**config.mk**
```make
export PLATFORM = sky130hd
export DESIGN_NAME = trig_chain_unit
export DESIGN_NICKNAME = d
export VERILOG_FILES = /design/src/rtl/trig_pkg.sv /design/src/rtl/trig_cfg_regs.sv /design/src/rtl/trig_match.sv /design/src/rtl/trig_pair_eval.sv /design/src/rtl/trig_chain_unit.sv
export SDC_FILE = /design/constraint.sdc
export NUM_CORES = 2
export LEC_CHECK = 0
export ABC_CLOCK_PERIOD_IN_PS = 4700
export CORE_MARGIN = 1
export CORE_UTILIZATION = 35
export DETAILED_ROUTE_END_ITERATION = 12
export DONT_BUFFER_PORTS = 1
export PLACE_DENSITY = 0.53
export SYNTH_ARGS = -nofsm -noshare
export SYNTH_HDL_FRONTEND = slang
export SYNTH_SLANG_ARGS = --single-unit
```
**constraint.sdc**
```tcl
create_clock -name clk -period 4.7 [get_ports clk]
set_clock_uncertainty 0.05 [all_clocks]
set_input_delay 0.47 -clock clk [delete_from_list [all_inputs] [get_ports clk]]
set_output_delay 0.47 -clock clk [all_outputs]
set_load 0.03 [all_outputs]
```
**src/rtl/trig_pkg.sv**
```systemverilog
package trig_pkg;
  localparam int ADDR_W     = 64;
  localparam int NUM_GROUPS = 5;
  localparam int NUM_TRIG   = 2 * NUM_GROUPS;

  typedef enum logic [1:0] {
    SRC_FETCH = 2'd0,
    SRC_STORE = 2'd1,
    SRC_LOAD  = 2'd2
  } trig_src_e;

  typedef enum logic [1:0] {
    MT_EQ   = 2'd0,
    MT_NONE = 2'd1,
    MT_GE   = 2'd2,
    MT_LT   = 2'd3
  } match_type_e;

  typedef struct packed {
    logic              en;
    logic [1:0]        mtype;
    logic              sel;
    logic              timing;
    logic              action;
    logic              chain;
    logic [ADDR_W-1:0] cmp;
  } trig_cfg_t;

  // Fixed source of each trigger slot.
  function automatic trig_src_e trig_src(input int k);
    case (k)
      0, 1:    return SRC_FETCH;
      2, 3:    return SRC_STORE;
      4, 5:    return SRC_LOAD;
      6:       return SRC_FETCH;
      7:       return SRC_STORE;
      8:       return SRC_FETCH;
      default: return SRC_LOAD;
    endcase
  endfunction

  function automatic int fetch_count(input int upto);
    int n = 0;
    for (int i = 0; i < upto; i++)
      if (trig_src(i) == SRC_FETCH) n++;
    return n;
  endfunction

  function automatic int mem_count(input int upto);
    return upto - fetch_count(upto);
  endfunction

  // A pair made of two store triggers may not chain.
  function automatic bit chain_ok(input int g);
    return !(trig_src(2 * g) == SRC_STORE && trig_src(2 * g + 1) == SRC_STORE);
  endfunction

  localparam int NUM_FETCH = fetch_count(NUM_TRIG);
  localparam int NUM_MEM   = mem_count(NUM_TRIG);
  localparam int FIDX_W    = $clog2(NUM_FETCH);
  localparam int MIDX_W    = $clog2(NUM_MEM);
endpackage

```
**src/rtl/trig_cfg_regs.sv**
```systemverilog
module trig_cfg_regs
  import trig_pkg::*;
(
  input  logic                       clk,
  input  logic                       rst_n,
  input  logic                       fetch_we,
  input  logic [FIDX_W-1:0]          fetch_idx,
  input  logic                       mem_we,
  input  logic [MIDX_W-1:0]          mem_idx,
  input  trig_cfg_t                  wdata,
  output trig_cfg_t [NUM_TRIG-1:0]   cfg_q
);
  for (genvar k = 0; k < NUM_TRIG; k++) begin : g_slot
    localparam trig_src_e SRC      = trig_src(k);
    localparam int        ORD      = (SRC == SRC_FETCH) ? fetch_count(k) : mem_count(k);
    localparam bit        CAN_CHAIN = chain_ok(k / 2);

    logic      wr_sel;
    trig_cfg_t nxt;
    trig_cfg_t q;

    if (SRC == SRC_FETCH) begin : g_fidx
      assign wr_sel = fetch_we && (fetch_idx == FIDX_W'(ORD));
    end else begin : g_midx
      assign wr_sel = mem_we && (mem_idx == MIDX_W'(ORD));
    end

    always_comb begin
      nxt = wdata;
      if (!CAN_CHAIN) nxt.chain = 1'b0;
    end

    always_ff @(posedge clk or negedge rst_n) begin
      if (!rst_n)      q <= '0;
      else if (wr_sel) q <= nxt;
    end

    assign cfg_q[k] = q;
  end
endmodule

```
**src/rtl/trig_match.sv**
```systemverilog
module trig_match
  import trig_pkg::*;
(
  input  logic              en,
  input  logic [1:0]        mtype,
  input  logic              sel,
  input  logic              action,
  input  logic [ADDR_W-1:0] cmp,
  input  logic              src_valid,
  input  logic [ADDR_W-1:0] addr,
  output logic              hit
);
  logic cmp_ok;

  always_comb begin
    case (match_type_e'(mtype))
      MT_EQ:   cmp_ok = (addr == cmp);
      MT_GE:   cmp_ok = (addr >= cmp);
      MT_LT:   cmp_ok = (addr < cmp);
      default: cmp_ok = 1'b0;
    endcase
    hit = en && !sel && !action && src_valid && cmp_ok;
  end
endmodule

```
**src/rtl/trig_pair_eval.sv**
```systemverilog
module trig_pair_eval (
  input  logic hit_lo,
  input  logic hit_hi,
  input  logic tim_lo,
  input  logic tim_hi,
  input  logic chained,
  output logic fire_now,
  output logic fire_next
);
  logic both;

  always_comb begin
    both = hit_lo && hit_hi && (tim_lo == tim_hi);
    if (chained) begin
      fire_now  = both && !tim_lo;
      fire_next = both && tim_lo;
    end else begin
      fire_now  = (hit_lo && !tim_lo) || (hit_hi && !tim_hi);
      fire_next = (hit_lo && tim_lo) || (hit_hi && tim_hi);
    end
  end
endmodule

```
**src/rtl/trig_chain_unit.sv**
```systemverilog
module trig_chain_unit
  import trig_pkg::*;
(
  input  logic                  clk,
  input  logic                  rst_n,
  input  logic                  cfg_fetch_valid,
  input  logic [FIDX_W-1:0]     cfg_fetch_idx,
  input  logic                  cfg_mem_valid,
  input  logic [MIDX_W-1:0]     cfg_mem_idx,
  input  logic                  cfg_enable,
  input  logic [1:0]            cfg_match_type,
  input  logic                  cfg_select,
  input  logic                  cfg_timing,
  input  logic                  cfg_action,
  input  logic                  cfg_chain,
  input  logic [ADDR_W-1:0]     cfg_compare,
  input  logic                  fetch_valid,
  input  logic [ADDR_W-1:0]     fetch_pc,
  input  logic                  load_valid,
  input  logic [ADDR_W-1:0]     load_addr,
  input  logic                  store_valid,
  input  logic [ADDR_W-1:0]     store_addr,
  output logic                  hit_now,
  output logic                  hit_next,
  output logic [NUM_GROUPS-1:0] group_hit
);
  trig_cfg_t                 wdata;
  trig_cfg_t [NUM_TRIG-1:0]  cfg_q;
  logic      [NUM_TRIG-1:0]  raw_hit;
  logic      [NUM_TRIG-1:0]  t_valid;
  logic      [ADDR_W-1:0]    t_addr [NUM_TRIG];
  logic      [NUM_GROUPS-1:0] fire_now;
  logic      [NUM_GROUPS-1:0] fire_next;

  always_comb begin
    wdata.en     = cfg_enable;
    wdata.mtype  = cfg_match_type;
    wdata.sel    = cfg_select;
    wdata.timing = cfg_timing;
    wdata.action = cfg_action;
    wdata.chain  = cfg_chain;
    wdata.cmp    = cfg_compare;
  end

  trig_cfg_regs u_regs (
    .clk       (clk),
    .rst_n     (rst_n),
    .fetch_we  (cfg_fetch_valid),
    .fetch_idx (cfg_fetch_idx),
    .mem_we    (cfg_mem_valid),
    .mem_idx   (cfg_mem_idx),
    .wdata     (wdata),
    .cfg_q     (cfg_q)
  );

  for (genvar k = 0; k < NUM_TRIG; k++) begin : g_trig
    localparam trig_src_e SRC = trig_src(k);
    if (SRC == SRC_FETCH) begin : g_f
      assign t_valid[k] = fetch_valid;
      assign t_addr[k]  = fetch_pc;
    end else if (SRC == SRC_STORE) begin : g_s
      assign t_valid[k] = store_valid;
      assign t_addr[k]  = store_addr;
    end else begin : g_l
      assign t_valid[k] = load_valid;
      assign t_addr[k]  = load_addr;
    end

    trig_match u_match (
      .en        (cfg_q[k].en),
      .mtype     (cfg_q[k].mtype),
      .sel       (cfg_q[k].sel),
      .action    (cfg_q[k].action),
      .cmp       (cfg_q[k].cmp),
      .src_valid (t_valid[k]),
      .addr      (t_addr[k]),
      .hit       (raw_hit[k])
    );
  end

  for (genvar g = 0; g < NUM_GROUPS; g++) begin : g_pair
    trig_pair_eval u_pair (
      .hit_lo    (raw_hit[2*g]),
      .hit_hi    (raw_hit[2*g+1]),
      .tim_lo    (cfg_q[2*g].timing),
      .tim_hi    (cfg_q[2*g+1].timing),
      .chained   (cfg_q[2*g].chain | cfg_q[2*g+1].chain),
      .fire_now  (fire_now[g]),
      .fire_next (fire_next[g])
    );
  end

  always_ff @(posedge clk or negedge rst_n) begin
    if (!rst_n) begin
      hit_now   <= 1'b0;
      hit_next  <= 1'b0;
      group_hit <= '0;
    end else begin
      hit_now   <= |fire_now;
      hit_next  <= |fire_next;
      group_hit <= fire_now | fire_next;
    end
  end
endmodule

```
# Word level (Yosys, flattened, before mapping)

Index checks and enable logic that the tools add are counted.

Flip-flop bits (word level): 715
Latch bits: 0
Memory bits (writable): 0
Memory bits (read-only): 0
Input bits: 275
Output and inout bits: 7
Word-level logic and storage cells: 296
Memories kept: 0

Add/sub/neg operators: 0
$mul: 0
Div/mod/pow operators: 0
$lt $le $gt $ge: 20
Equality and inequality tests: 42
Shift operators: 0
Mux-type cells: 18
Bitwise logic cells: 5
Reduce and logical (&&, ||, !) cells: 140

Operator list:

| operator           | number |
|---|---|
| $eq 64x64->1       | 10 |
| $ge 64x64->1       | 10 |
| $lt 64x64->1       | 10 |
| $logic_and 1x1->1  | 86 |
| $eq 2x2->1 const B | 22 |
| $logic_not 1->1    | 30 |
| $pmux 1 s3         | 10 |
| $logic_not 2->1    | 11 |
| $logic_or 1x1->1   | 10 |
| $reduce_or 5->1    | 2 |
| $mux 1             | 8 |
| $eq 3x2->1 const B | 2 |
| $eq 3x3->1 const B | 2 |
| $or 5x5->5         | 1 |
| $eq 1x1->1         | 4 |
| $or 1x1->1         | 4 |
| $eq 3x1->1 const B | 1 |
| $logic_not 3->1    | 1 |
| $eq 2x1->1 const B | 1 |

# Depth between registers and ports, before layout

Depth after elaboration: 10
Mapped depth: 12

# Hierarchy

A second synthesis with hierarchy kept.

Cells, all modules: 4026
Area total of the unflattened synthesis: 43729.4 µm²

By module, submodules not included:

| module                             | times used | cells an instance | area an instance (µm²) |
|---|---|---|---|
| trig_cfg_regs                      | 1          | 1576              | 26540.5 |
| trig_match (g_trig[0].u_match ...) | 9          | 239               | 1667.8 |
| trig_match (g_trig[8].u_match)     | 1          | 231               | 1646.6 |
| trig_pair_eval                     | 5          | 9                 | 53.8 |
| trig_chain_unit                    | 1          | 23                | 262.8 |

# Least setup slack after synthesis

No wires, ideal clock.

Kind: input-to-reg
Start: input port load_addr[14]
End: register hit_now
Setup time: 0.139 ns
Data arrival time: 3.283 ns
Data required time: 4.511 ns
Setup slack: 1.229 ns
Stages on the path: 11
Buffers on the path: 0
Cells stage by stage: ha_1 > a21oi_1 > nand2_1 > a221o_1 > or3_1 > a221oi_1 > mux2_4 > or2_1 > a22oi_1 > o211ai_1 > or4_1

Word-level cells in the longest chain between the ends: 8
Elaborated cells between the ends (all ways): 29
Those cells by class: order compare (6); eq/ne (3); mux (5); reduce/logical (15)

Ends and longest elaborated chain:

| what                                 | line                  | source |
|---|---|---|
| from (decl)                          | trig_chain_unit.sv:20 | `input logic [ADDR_W-1:0] load_addr,` |
| $lt 64x64->1 (tied with other cells) | trig_match.sv:19      | `MT_LT: cmp_ok = (addr < cmp);` |
| $pmux 1 s3                           | trig_match.sv:16      | `case (match_type_e'(mtype))` |
| $logic_and 1x1->1                    | trig_match.sv:22      | `hit = en && !sel && !action && src_valid && cmp_ok;` |
| $logic_and 1x1->1 (2 in series)      | trig_pair_eval.sv:13  | `both = hit_lo && hit_hi && (tim_lo == tim_hi);` |
| $logic_and 1x1->1                    | trig_pair_eval.sv:15  | `fire_now = both && !tim_lo;` |
| $mux 1                               | trig_pair_eval.sv:14  | `if (chained) begin` |
| $reduce_or 5->1 *                    | trig_chain_unit.sv:99 | `hit_now <= \|fire_now;` |
| to (signal assigned)                 | trig_chain_unit.sv:99 |  |
| to (decl)                            | trig_chain_unit.sv:23 | `output logic hit_now,` |

Every way passes the cells marked *; elsewhere a longest branch is shown, timed or not.
A chain may end at the register's enable or synchronous reset.

# Final worst setup path

Start: register u_regs.g_slot[0].q (netlist bit u_regs.cfg_q[60])
End: register hit_now

Word-level cells in the longest chain between the ends: 8
Elaborated cells between the ends (all ways): 12
Those cells by class: order compare (2); eq/ne (1); mux (2); reduce/logical (7)

Ends and longest elaborated chain:

| what                                 | line                  | source |
|---|---|---|
| from (decl)                          | trig_cfg_regs.sv:20   | `trig_cfg_t q;` |
| from (signal assigned)               | trig_cfg_regs.sv:35   | `else if (wr_sel) q <= nxt;` |
| $lt 64x64->1 (tied with other cells) | trig_match.sv:19      |  |
| $pmux 1 s3 *                         | trig_match.sv:16      |  |
| $logic_and 1x1->1 *                  | trig_match.sv:22      |  |
| $logic_and 1x1->1 (2 in series)      | trig_pair_eval.sv:13  |  |
| $logic_and 1x1->1                    | trig_pair_eval.sv:15  |  |
| $mux 1 *                             | trig_pair_eval.sv:14  |  |
| $reduce_or 5->1 *                    | trig_chain_unit.sv:99 |  |

Marks and branches as above.

==> report_table.html <==
<table>
<tr><th>Metric</th><th>Value</th></tr>
<tr><th colspan="2">Die</th></tr>
<tr><td>Area of the die</td><td>0.124 mm^2</td></tr>
<tr><td>Placeable core region</td><td>0.122 mm^2</td></tr>
<tr><td>Die X</td><td>352 um</td></tr>
<tr><td>Die height</td><td>352 um</td></tr>
<tr><td>Starting Density</td><td>35.2%</td></tr>
<tr><td>Count of pins on the block boundary</td><td>282</td></tr>
<tr><td>Std cell rows</td><td>128</td></tr>
<tr><th colspan="2">Logic synthesis</th></tr>
<tr><td>Async set or reset register ratio after synthesis</td><td>100%</td></tr>
<tr><td>Portion of the post-synthesis area used by sequential elements</td><td>41.7%</td></tr>
<tr><td>Synthesized area divided by synthesized cell count</td><td>9.83 um^2</td></tr>
<tr><td>Count of different cell masters after synthesis</td><td>80</td></tr>
<tr><td>Cell accounting for the most synthesized area</td><td>sky130_fd_sc_hd__dfrtp_1</td></tr>
<tr><td>Post-synthesis instance area</td><td>0.0429 mm^2</td></tr>
<tr><td>Ranking of synthesized cells by area</td><td>sky130_fd_sc_hd__dfrtp_1 (42%), sky130_fd_sc_hd__ha_1 (19%), sky130_fd_sc_hd__mux2_2 (10%), sky130_fd_sc_hd__inv_1 (5.8%), sky130_fd_sc_hd__o21ai_0 (4.7%)</td></tr>
<tr><td>Post-synthesis register bit count</td><td>715</td></tr>
<tr><td>Main flop type after synthesis</td><td>sky130_fd_sc_hd__dfrtp_1</td></tr>
<tr><td>Synthesis Warnings</td><td>0</td></tr>
<tr><td>Top cell type's share of synthesized area</td><td>41.7%</td></tr>
<tr><td>Post-synthesis instance total</td><td>4363</td></tr>
<tr><td>Number of flops mapped to enable cells by yosys</td><td>0</td></tr>
<tr><td>Net count after synthesis</td><td>5278</td></tr>
<tr><th colspan="2">Detailed routing</th></tr>
<tr><td>Vias</td><td>31100</td></tr>
<tr><td>Drt initial violations</td><td>1792</td></tr>
<tr><td>DRT Wirelength</td><td>133 mm</td></tr>
<tr><td>Routed wire per std cell</td><td>21.8 um</td></tr>
<tr><td>Count of nets left with antenna violations after detail routing</td><td>0</td></tr>
<tr><td>Count of TritonRoute iterations in the first routing pass</td><td>7</td></tr>
<tr><td>Mean number of vias per cell</td><td>5.10</td></tr>
<tr><td>Drt drc</td><td>0</td></tr>
<tr><th colspan="2">Worst setup path</th></tr>
<tr><td>Critical path data required time</td><td>5.19 ns</td></tr>
<tr><td>Type of the worst setup path</td><td>flop to flop</td></tr>
<tr><td>Critical Path AT</td><td>5.10 ns</td></tr>
<tr><td>Worst Reg-to-Reg Cells</td><td>12</td></tr>
<tr><td>CP max FO</td><td>4</td></tr>
<tr><td>Worst R2R Setup Slack</td><td>0.09 ns</td></tr>
<tr><td>Critical path capture point type</td><td>flop</td></tr>
<tr><td>Crit path launch type</td><td>flop</td></tr>
<tr><th colspan="2">Layout</th></tr>
<tr><td>Filler instances</td><td>12000</td></tr>
<tr><td>Share of cells above drive strength 1</td><td>13.8%</td></tr>
<tr><td>Fin nets</td><td>5301</td></tr>
<tr><td>Commonest cells after routing, fill and taps aside</td><td>sky130_fd_sc_hd__dfrtp_1 (715), sky130_fd_sc_hd__inv_1 (657), sky130_fd_sc_hd__ha_1 (640)</td></tr>
<tr><td>Post-synthesis to final-layout area growth</td><td>12.8%</td></tr>
<tr><td>Most common cell after layout, fill and taps aside</td><td>sky130_fd_sc_hd__dfrtp_1</td></tr>
<tr><th colspan="2">Global routing</th></tr>
<tr><td>Number of antenna violations at the first check in global routing</td><td>13</td></tr>
<tr><td>Via count of the first global-routing pass</td><td>30800</td></tr>
<tr><td>First-pass GRT wire length</td><td>201 mm</td></tr>
<tr><td>Pin count of the biggest net entering global routing</td><td>716</td></tr>
<tr><td>All-Layer GR Usage</td><td>21.5%</td></tr>
<tr><td>Remaining global-route overflow</td><td>0</td></tr>
<tr><th colspan="2">Place</th></tr>
<tr><td>Gp weighted congestion</td><td>0.869</td></tr>
<tr><td>Half-perimeter wire length after detailed placement</td><td>97.0 mm</td></tr>
<tr><td>Worst slack at placement</td><td>0.102 ns</td></tr>
<tr><td>Number of port buffers</td><td>0</td></tr>
<tr><th colspan="2">Clocking</th></tr>
<tr><td>Worst-skew pair later-pin latency</td><td>0.68 ns</td></tr>
<tr><td>Clock tree from TritonCTS</td><td>done</td></tr>
<tr><td>Buffers inserted by post-CTS timing repair</td><td>0</td></tr>
<tr><td>Hold buffer count at CTS</td><td>71</td></tr>
<tr><td>Clock tree buffer depth</td><td>3</td></tr>
<tr><td>Number of clock buffers inserted by TritonCTS</td><td>90</td></tr>
<tr><td>Clock transition time at the flip-flop clock pins of the worst setup and hold paths</td><td>0.06 ns</td></tr>
<tr><td>CTS root buffer</td><td>sky130_fd_sc_hd__clkbuf_16</td></tr>
<tr><td># H-tree levels</td><td>3</td></tr>
<tr><td>Count of clock tree sinks</td><td>715</td></tr>
<tr><th colspan="2">STA</th></tr>
<tr><td>RSZ-0062 raised after global routing</td><td>no</td></tr>
<tr><td>Max Fclk</td><td>0.217 GHz</td></tr>
<tr><td>Max-slew violation total from the final report</td><td>645</td></tr>
<tr><td>Actual transition at the worst max-transition pin</td><td>2.76 ns</td></tr>
<tr><td>Hold_ws</td><td>-0.519 ns</td></tr>
<tr><td>Smallest setup slack after layout</td><td>0.0890 ns</td></tr>
<tr><td>Final Hold Vio Count</td><td>509</td></tr>
<tr><td>Post-Route Setup TNS</td><td>0 ns</td></tr>
<tr><td>Number of setup violations in the final report</td><td>0</td></tr>
<tr><td>Time the worst path needs with I/O delays and setup</td><td>4.61 ns</td></tr>
<tr><td>Share of the clock period used by the worst path after layout</td><td>98.1%</td></tr>
<tr><td>Relative slew slack</td><td>-83.7%</td></tr>
<tr><th colspan="2">Status</th></tr>
<tr><td>Failing checks</td><td>hold timing, slew limit</td></tr>
<tr><td>Run status</td><td>complete, but fails checks</td></tr>
<tr><th colspan="2">Flow run</th></tr>
<tr><td>Number of maximum-capacitance violations</td><td>0</td></tr>
<tr><th colspan="2">Pwr</th></tr>
<tr><td>Max IR drop VDD</td><td>283 uV</td></tr>
<tr><td>Power density normalized to cell area</td><td>411 mW/mm^2</td></tr>
<tr><td>Leakage power</td><td>0.0231 uW</td></tr>
<tr><th colspan="2">Hold path</th></tr>
<tr><td>Hold Path Class</td><td>input port to asynchronous set/reset pin</td></tr>
</table>
-- per-stage QoR --
step                area, um^2  util, %  instances  hold slack [ns]  power (uW)
finish                   48400     39.8       6087           -0.519       19900
global route             48400     39.7       6083           -0.554       21200
CTS                      48400     39.7       6083           -0.561       20100
detailed placement       44700     36.7       5848            0.184       12800
global placement         44700     36.7       5848            0.189       12600
floorplan                42900        -       4363            0.124       11500
-- metal layers --
metal	vias up	wire (um)	part of all wire, %	global-route usage (%)
met3	182	7560	5.7	4.80
met4	18	3240	2.4	5.39
met5	-	107	0.081	0
met1	15100	60100	45	28.5
met2	533	61600	46	35.3
li1	15200	-	-	-
-- repair_timing --
action                     4_1_cts  5_1_grt
hold endpoints to repair      1423      715
setup endpoints to repair        0        0
resized for setup                0        0
-- Yosys cell counts, types with 8 or more instances --
master,count
sky130_fd_sc_hd__nor4_1,26
sky130_fd_sc_hd__mux2_2,391
sky130_fd_sc_hd__a221o_1,8
sky130_fd_sc_hd__dfrtp_1,715
sky130_fd_sc_hd__a21o_1,51
sky130_fd_sc_hd__inv_1,657
sky130_fd_sc_hd__o211ai_1,17
sky130_fd_sc_hd__and4_1,19
sky130_fd_sc_hd__nand4_1,122
sky130_fd_sc_hd__o22ai_1,8
sky130_fd_sc_hd__a22oi_1,8
sky130_fd_sc_hd__clkbuf_1,176
sky130_fd_sc_hd__a221oi_1,24
sky130_fd_sc_hd__nor2b_1,11
sky130_fd_sc_hd__nand2_1,485
sky130_fd_sc_hd__nor2_1,59
sky130_fd_sc_hd__a21oi_1,250
sky130_fd_sc_hd__nand3_1,66
sky130_fd_sc_hd__a211oi_1,21
sky130_fd_sc_hd__nor3_1,39
sky130_fd_sc_hd__or3_1,10
sky130_fd_sc_hd__o21ai_0,399
sky130_fd_sc_hd__ha_1,640
sky130_fd_sc_hd__nor4bb_1,8
-- cells by family after synthesis --
family                     count (synthesis)  share of synthesized area (%)
xor gates and xnor gates                   7                          0.143
and+or+nand+nor                          908                           10.2
buffers and inverters                    840                           7.38
muxes                                    395                           10.4
adders and majority gates                640                           18.7
DFF                                      715                           41.7
AOI/OAI and AO/OA                        858                           11.5
-- layout make-up --
class	instances	area, um^2	area share (%)
Multi-Input combinational cell	2808	21900	45.3
Tap cell	1625	2030	4.20
Antenna cell	4	10.0	0.0207
Inverter	657	2470	5.10
Sequential cell	715	17900	37.0
Clock inverter	45	464	0.959
Timing Repair Buffer	114	1120	2.32
Clock buffer	119	2500	5.17
-- registers in the layout (all words and copies together), names as in the netlist --
register      count
hit_now           1
hit_next          1
u_regs.cfg_q    708
group_hit         5
-- path summary, 6_finish.rpt --
check / startpoint / endpoint
setup / recovery: u_regs.cfg_q[60] / hit_now
hold / removal: rst_n / u_regs.cfg_q[576]
setup reg to reg: u_regs.cfg_q[60] / hit_now
hold reg to reg: u_regs.cfg_q[283] / u_regs.cfg_q[283]
max in group asynchronous: rst_n / u_regs.cfg_q[326]
min in group clk: cfg_mem_idx[1] / u_regs.cfg_q[541]
-- power breakdown --
part / internal (uW) / leakage, uW / switching, uW / total (uW)
clock: 4140 / 0.00146 / 2890 / 7030
sequential: 7390 / 0.00862 / 501 / 7890
combinational: 2210 / 0.0130 / 2740 / 4950
-- worst max-delay path, cell delays in order (launching register included) --
cell	delay, ns
sky130_fd_sc_hd__dfrtp_1	0.32
sky130_fd_sc_hd__inv_1	0.05
sky130_fd_sc_hd__ha_1	0.29
sky130_fd_sc_hd__nand4_1	0.21
sky130_fd_sc_hd__or4_2	0.79
sky130_fd_sc_hd__nor4_1	0.78
sky130_fd_sc_hd__o311ai_0	0.50
sky130_fd_sc_hd__nand4_1	0.27
sky130_fd_sc_hd__xor2_1	0.11
sky130_fd_sc_hd__a31oi_2	0.31
sky130_fd_sc_hd__a311oi_1	0.11
sky130_fd_sc_hd__a2111o_1	0.30
sky130_fd_sc_hd__or4_1	0.40
Power figures use the tool's default switching activity.
